File: src/rtl/isu_pkg.sv
package isu_pkg;
    localparam int unsigned ISU_W = 32;
    localparam logic [ISU_W-1:0] CAUSE_COMPUTE = 32'h0000_0001;
    localparam logic [ISU_W-1:0] CAUSE_XFER    = 32'h0000_0100;

    typedef enum logic {
        LINE_LOW  = 1'b0,
        LINE_HIGH = 1'b1
    } line_state_e;
endpackage

File: src/rtl/isu_raise_merge.sv
module isu_raise_merge #(
    parameter int unsigned NUM_SRC = 2,
    parameter int unsigned W       = 32
) (
    input  logic [NUM_SRC-1:0]   src_vld,
    input  logic [NUM_SRC*W-1:0] src_mask,
    input  logic                 sw_vld,
    input  logic [W-1:0]         sw_mask,
    output logic                 raise_any,
    output logic [W-1:0]         raise_mask
);
    localparam int unsigned NIN = NUM_SRC + 1;

    logic [W-1:0] gated [NIN];
    logic [NIN-1:0] vld_all;

    assign vld_all = {sw_vld, src_vld};

    for (genvar g = 0; g < NIN; g++) begin : g_gate
        if (g < NUM_SRC) begin : g_hw
            assign gated[g] = src_vld[g] ? src_mask[g*W +: W] : '0;
        end else begin : g_sw
            assign gated[g] = sw_vld ? sw_mask : '0;
        end
    end

    always_comb begin
        raise_mask = '0;
        for (int i = 0; i < NIN; i++) begin
            raise_mask = raise_mask | gated[i];
        end
    end

    assign raise_any = |vld_all;
endmodule

File: src/rtl/isu_status_reg.sv
module isu_status_reg #(
    parameter int unsigned W = 32
) (
    input  logic         clk,
    input  logic         rst_n,
    input  logic         raise_any,
    input  logic [W-1:0] raise_mask,
    input  logic         ack_vld,
    input  logic [W-1:0] ack_mask,
    output logic [W-1:0] status_q,
    output logic         nxt_nonzero
);
    logic [W-1:0] after_ack;
    logic [W-1:0] status_nxt;

    // acknowledge first, then raise: a new event survives a same-cycle clear
    always_comb begin
        after_ack  = ack_vld ? (status_q & ~ack_mask) : status_q;
        status_nxt = raise_any ? (after_ack | raise_mask) : after_ack;
    end

    assign nxt_nonzero = |status_nxt;

    always_ff @(posedge clk) begin
        if (!rst_n) status_q <= '0;
        else        status_q <= status_nxt;
    end
endmodule

File: src/rtl/isu_line_fsm.sv
module isu_line_fsm
    import isu_pkg::*;
(
    input  logic clk,
    input  logic rst_n,
    input  logic raise_any,
    input  logic ack_vld,
    input  logic nxt_nonzero,
    input  logic msg_mode,
    output logic irq_level,
    output logic msg_pulse
);
    line_state_e state_q, state_d;
    logic        pulse_d;

    always_comb begin
        state_d = state_q;
        unique case (state_q)
            LINE_LOW: begin
                if (!msg_mode && raise_any && nxt_nonzero) state_d = LINE_HIGH;
            end
            LINE_HIGH: begin
                if (!msg_mode && ack_vld && !nxt_nonzero) state_d = LINE_LOW;
            end
        endcase
    end

    always_ff @(posedge clk) begin
        if (!rst_n) state_q <= LINE_LOW;
        else        state_q <= state_d;
    end

    assign pulse_d = msg_mode && raise_any && nxt_nonzero;

    always_ff @(posedge clk) begin
        if (!rst_n) msg_pulse <= 1'b0;
        else        msg_pulse <= pulse_d;
    end

    assign irq_level = (state_q == LINE_HIGH);
endmodule

File: src/rtl/isu_top.sv
module isu_top #(
    parameter int unsigned NUM_SRC = 2,
    parameter int unsigned W       = isu_pkg::ISU_W
) (
    input  logic                 clk,
    input  logic                 rst_n,
    input  logic [NUM_SRC-1:0]   src_raise_vld,
    input  logic [NUM_SRC*W-1:0] src_raise_mask,
    input  logic                 sw_raise_vld,
    input  logic [W-1:0]         sw_raise_mask,
    input  logic                 sw_ack_vld,
    input  logic [W-1:0]         sw_ack_mask,
    input  logic                 msg_mode,
    output logic [W-1:0]         status,
    output logic                 irq_level,
    output logic                 msg_pulse
);
    logic         raise_any;
    logic [W-1:0] raise_mask;
    logic         nxt_nonzero;

    isu_raise_merge #(.NUM_SRC(NUM_SRC), .W(W)) i_merge (
        .src_vld   (src_raise_vld),
        .src_mask  (src_raise_mask),
        .sw_vld    (sw_raise_vld),
        .sw_mask   (sw_raise_mask),
        .raise_any (raise_any),
        .raise_mask(raise_mask)
    );

    isu_status_reg #(.W(W)) i_status (
        .clk        (clk),
        .rst_n      (rst_n),
        .raise_any  (raise_any),
        .raise_mask (raise_mask),
        .ack_vld    (sw_ack_vld),
        .ack_mask   (sw_ack_mask),
        .status_q   (status),
        .nxt_nonzero(nxt_nonzero)
    );

    isu_line_fsm i_line (
        .clk        (clk),
        .rst_n      (rst_n),
        .raise_any  (raise_any),
        .ack_vld    (sw_ack_vld),
        .nxt_nonzero(nxt_nonzero),
        .msg_mode   (msg_mode),
        .irq_level  (irq_level),
        .msg_pulse  (msg_pulse)
    );
endmodule

File: config.mk
export PLATFORM = sky130hd
export DESIGN_NAME = isu_top
export DESIGN_NICKNAME = d
export VERILOG_FILES = /design/src/rtl/isu_pkg.sv /design/src/rtl/isu_raise_merge.sv /design/src/rtl/isu_status_reg.sv /design/src/rtl/isu_line_fsm.sv /design/src/rtl/isu_top.sv
export SDC_FILE = /design/constraint.sdc
export NUM_CORES = 1
export LEC_CHECK = 0
export BUFFER_PORTS_ARGS = -buffer_cell sky130_fd_sc_hd__buf_2
export CAP_MARGIN = 5
export CORE_MARGIN = 4
export CORE_UTILIZATION = 25
export DETAILED_ROUTE_END_ITERATION = 12
export REMOVE_ABC_BUFFERS = 1
export SLEW_MARGIN = 10
export SYNTH_ARGS = -nofsm -noshare
export SYNTH_HDL_FRONTEND = slang
export SYNTH_SLANG_ARGS = --single-unit
File: constraint.sdc
create_clock -name clk -period 4.4 [get_ports clk]
set_input_delay 0 -clock clk [delete_from_list [all_inputs] [get_ports clk]]
set_output_delay 0 -clock clk [all_outputs]
set_load 0.01 [all_outputs]
# Word level (Yosys, flattened, before mapping)
# Cells that the tools add are included.
# totals
register_bits	34
in_bits	135
output_inout_bits	34
wordCells	27
# op_classes
reduce_logical	10
mux	8
n_bitwise	6
# ops
op	n
$mux 32	5
$or 32x32->32	3
$and 32x32->32	1
$not 32->32	1
$reduce_or 32->1	1
$logic_and 1x1->1	6
$reduce_or 3->1	1
$logic_not 1->1	2
$mux 1	2
$pmux 1 s2	1
$not 1->1	1

# Depth between registers and ports, before layout
# depth
word_depth	10
mapped_depth	8

# Cells and area by module
# Synthesis repeated with hierarchy kept, for this count alone.
# unflattened
cells_unflattened	242
hier_area_um2	2122.0
# modules_own_cells
mod	area_each_um2	n_inst	cells_each	seq_area_each_um2
isu_status_reg	1508.9	1	158	640.6
isu_raise_merge	520.5	1	76	0.0
isu_line_fsm	92.6	1	8	40.0

# Least setup slack after synthesis
# Ideal clock, no wire load.
# synth_timing
path_type	register -> register
from	reg i_status.status_q[23]
to	reg i_line.state_q, in the netlist i_line.irq_level
setup_ns	0.130
t_arrival_ns	1.533
path_buffers	0
t_required_ns	4.270
path_stages_with_launch	5
path_slack_ns	2.737
cell_sequence	dfxtp_1 a221o_1 or4_1 nor4_2 a31oi_1
# synth_via
elab_chain_len	9
elab_cells_between_ends	11
classes_between	5 x mux; 2 x bitwise; 4 x reduce/logical
# synth_rtl
element	line_no	text
start: declaration	isu_status_reg.sv:10	output logic [W-1:0] status_q,
start signal: assignment	isu_status_reg.sv:26	else status_q <= status_nxt;
$and 32x32->32	isu_status_reg.sv:18	after_ack = ack_vld ? (status_q & ~ack_mask) : status_q;
$mux 32 *	isu_status_reg.sv:18	
$or 32x32->32	isu_status_reg.sv:19	status_nxt = raise_any ? (after_ack | raise_mask) : after_ack;
$mux 32 *	isu_status_reg.sv:19	
$reduce_or 32->1 *	isu_status_reg.sv:22	assign nxt_nonzero = |status_nxt;
$logic_not 1->1	isu_line_fsm.sv:23	if (!msg_mode && ack_vld && !nxt_nonzero) state_d = LINE_LOW;
$logic_and 1x1->1	isu_line_fsm.sv:23	
$mux 1	isu_line_fsm.sv:23	
$pmux 1 s2 *	isu_line_fsm.sv:18	unique case (state_q)
end signal: assignment	isu_line_fsm.sv:30	else state_q <= state_d;
end: declaration	isu_line_fsm.sv:13	line_state_e state_q, state_d;
# Every way passes the cells marked *; elsewhere a longest branch is shown, timed or not.
# A chain may end at the register's enable or synchronous reset.

# Final worst setup path
# layout_timing
from	in sw_ack_vld
to	reg i_line.msg_pulse
# layout_via
elab_chain_len	5
# layout_rtl
element	line_no	text
start: declaration	isu_top.sv:11	input logic sw_ack_vld,
$mux 32 *	isu_status_reg.sv:18	
$or 32x32->32	isu_status_reg.sv:19	
$mux 32 *	isu_status_reg.sv:19	
$reduce_or 32->1 *	isu_status_reg.sv:22	
$logic_and 1x1->1 *	isu_line_fsm.sv:33	assign pulse_d = msg_mode && raise_any && nxt_nonzero;
end signal: assignment	isu_line_fsm.sv:37	else msg_pulse <= pulse_d;
end: declaration	isu_line_fsm.sv:11	output logic msg_pulse
# Marked as above.

==> results.md <==
* Overall Power at 914 uW
* Startpoint Class: input port
* Clock latency on the worst-skew pair at 280 ps
* Achievable Freq at 0.568 GHz
* Total Wirelength at 6.75 mm
* Max-cap violations at 0
* Most common cell in the netlist: dfxtp_1
* CP max FO at 33
* Clock transition at the registers of the reported paths at 70 ps
* Tmin final at 1760 ps
* Hold Crit Depth at 4
* R2R Setup Slk at 2670 ps
* FF-to-FF Start: i_status.status_q[23]
* Post-synthesis cell area at 1800 um2
* Largest net degree at the start of global routing at 35
* Final-report setup violation count at 0
* Min Hold Slack at 53.8 ps
* Rel. slew slack at 55.2%
* TritonCTS clock tree: done
* R2R cell count at 4
* Min-Delay Path Class: input port to register
* Hold Crit Start: sw_raise_mask[16]
* Via count at 2191
* Htree depth at 2
* Layout cells sized above 1 at 52.7%
* Area Growth Syn to Fin at 57.9%
* Netlist cell types at 26
* Setup TNS at 0 ps
* Post-synth EDFFs at 0
* RSZ-0062 raised after global routing: no
* Static leakage power at 1.43 nW
* Reg area at 681 um2
* Final period utilization at 40.0%
* R2R Path End: i_line.msg_pulse
* DIE AREA at 8620 um2
* Via density at 4.84
* Status: finished clean
* Commonest cells post-synth: dfxtp_1 (34), nand2_1 (33), and2_1 (28), a222oi_1 (17)
* Fraction of registers with async set/reset at 0%
* Clk_skew at 6.22 ps
* Cell Count Post-Placement at 444
* N_diodes at 0
* Synthesized flop and latch total at 34
* Rows at 30
* Post-DP HPWL at 5.06 mm
* Slew Limit Fails at 0
* Io pins at 169
* Pwr per Cell Area at 322 nW/um2
* Post-route insts no fill at 453
* Clk root buf: clkbuf_8
* Inserted Clock Buffers at 5
* DR WL/cell at 14.9 um
* Max VDD drop at 0.147 mV
* Hold Fails Final Rpt at 0
* Hold endpoint: i_status.status_q[16]
* Seq/Total Area, Yosys at 37.8%
* Average size of a mapped cell at 9.23 um2
* Mapped Cells at 195
* I/O Buffers at 168
* Yosys top cell by area: dfxtp_1
* Area contributors post-synth: dfxtp_1 (38%), and2_1 (9.7%), a222oi_1 (9.5%)
* Synth top area share at 37.8%
* Top_reg_cell synth: dfxtp_1
* Die H at 92.8 um
* Die X-Extent at 92.8 um
* Initial antenna violation count at 0
* Sink Count at 34
* Critical path capture point type: register
* Core area at 6910 um2
* Vias in the first global route at 2202
* DRT iter0 DRCs at 132
* Gr usage total at 14.7%
* Worst Max-Slew Pin Slew at 672 ps
* Initial Util at 26.1%
* GPL Wtd Cong at 0.708
* Worst EP arrival at 1920 ps
* Clk buf depth at 2
* Drt first pass iters at 5
* Yosys warning count at 0
* DRT antenna net count at 0
* Remaining global-route overflow at 0
* Crit path kind: input port to register
* Worst Path Required at 4560 ps
* Detailed-route DRC error count at 0
* Fin nets at 491
* First-pass GRT wire length at 10.2 mm
* Fillers at 757
* Area of the multi-input gates at 1040 um2
cell type report:
type | count | share of cell area, %
clock buffers | 6 | 2.91
repair buffers | 169 | 29.9
inverters | 1 | 0.132
multi-input cells | 145 | 36.7
clock inverters | 2 | 2.11
flip-flops and latches | 34 | 24.0
well taps | 96 | 4.23
metal layers:
| metal | up-vias | track usage [%] | part of all wire (%) |
|---|---|---|---|
| met2 | 95 | 26.8 | 49 |
| met1 | 1007 | 16.7 | 42 |
| li1 | 1080 | - | - |
| met4 | 0 | 4.52 | 1.4 |
| met5 | - | 0 | 0 |
| met3 | 9 | 3.98 | 7.6 |
metrics by stage:
stage | util, % | instance area [um2] | setup slack (ps)
4_1_cts | 41.1 | 2840 | 2650
3_3_place_gp | 38.9 | 2690 | 2410
2_1_floorplan | - | 1730 | 2740
6_report | 41.1 | 2840 | 2640
5_1_grt | 41.1 | 2840 | 2520
3_5_place_dp | 38.9 | 2690 | 2350
cells in the final DEF (no fill, tap or decap), types with 2 or more instances in the layout:
cell type  count
a222oi_1      17
buf_2        168
nor2b_1        4
a21bo_2       11
bufinv_16      2
or4_1          3
a21bo_1        2
a22o_1        15
and2_1        28
dfxtp_1       34
a21boi_0       3
o21ai_0        2
a221o_1       15
nand2_1       33
nor4_1         4
clkbuf_8       6
worst max-delay path, stage by stage:
cell and delay, ps:
buf_2 520, nand2_1 100, a221o_1 330, or4_1 530, nor4_2 300, a211oi_1 120
cells by family after synthesis:
| family | count (synthesis) | synth area share, % |
|---|---|---|
| compound gates | 68 | 35.3 |
| buf+inv | 16 | 4.17 |
| flops | 34 | 37.8 |
| simple gates | 77 | 22.7 |
flip-flops by register name, summed over array words and instances, names as in the netlist:
register           count
i_line.irq_level       1
i_status.status_q     32
i_line.msg_pulse       1
worst max-delay path by stage:
stage                          start               end
2_1_floorplan  i_status.status_q[23]  i_line.irq_level
3_3_place_gp              sw_ack_vld  i_line.irq_level
3_5_place_dp              sw_ack_vld  i_line.msg_pulse
4_1_cts                   sw_ack_vld  i_line.msg_pulse
5_1_grt                   sw_ack_vld  i_line.msg_pulse
6_report                  sw_ack_vld  i_line.msg_pulse
power breakdown:
group          internal, mW  switching, mW
Clock                 0.242          0.116
Combinational         0.114         0.0959
Sequential            0.335         0.0120
Total                 0.691          0.223
repair_timing:
action | in CTS | in global routing
hold endpoints to repair | 1 | 0
gates resized for setup | 0 | 0
buffers inserted | 0 | 0
hold buffers | 1 | 0
No activity file was read; power rests on OpenSTA's default activity.
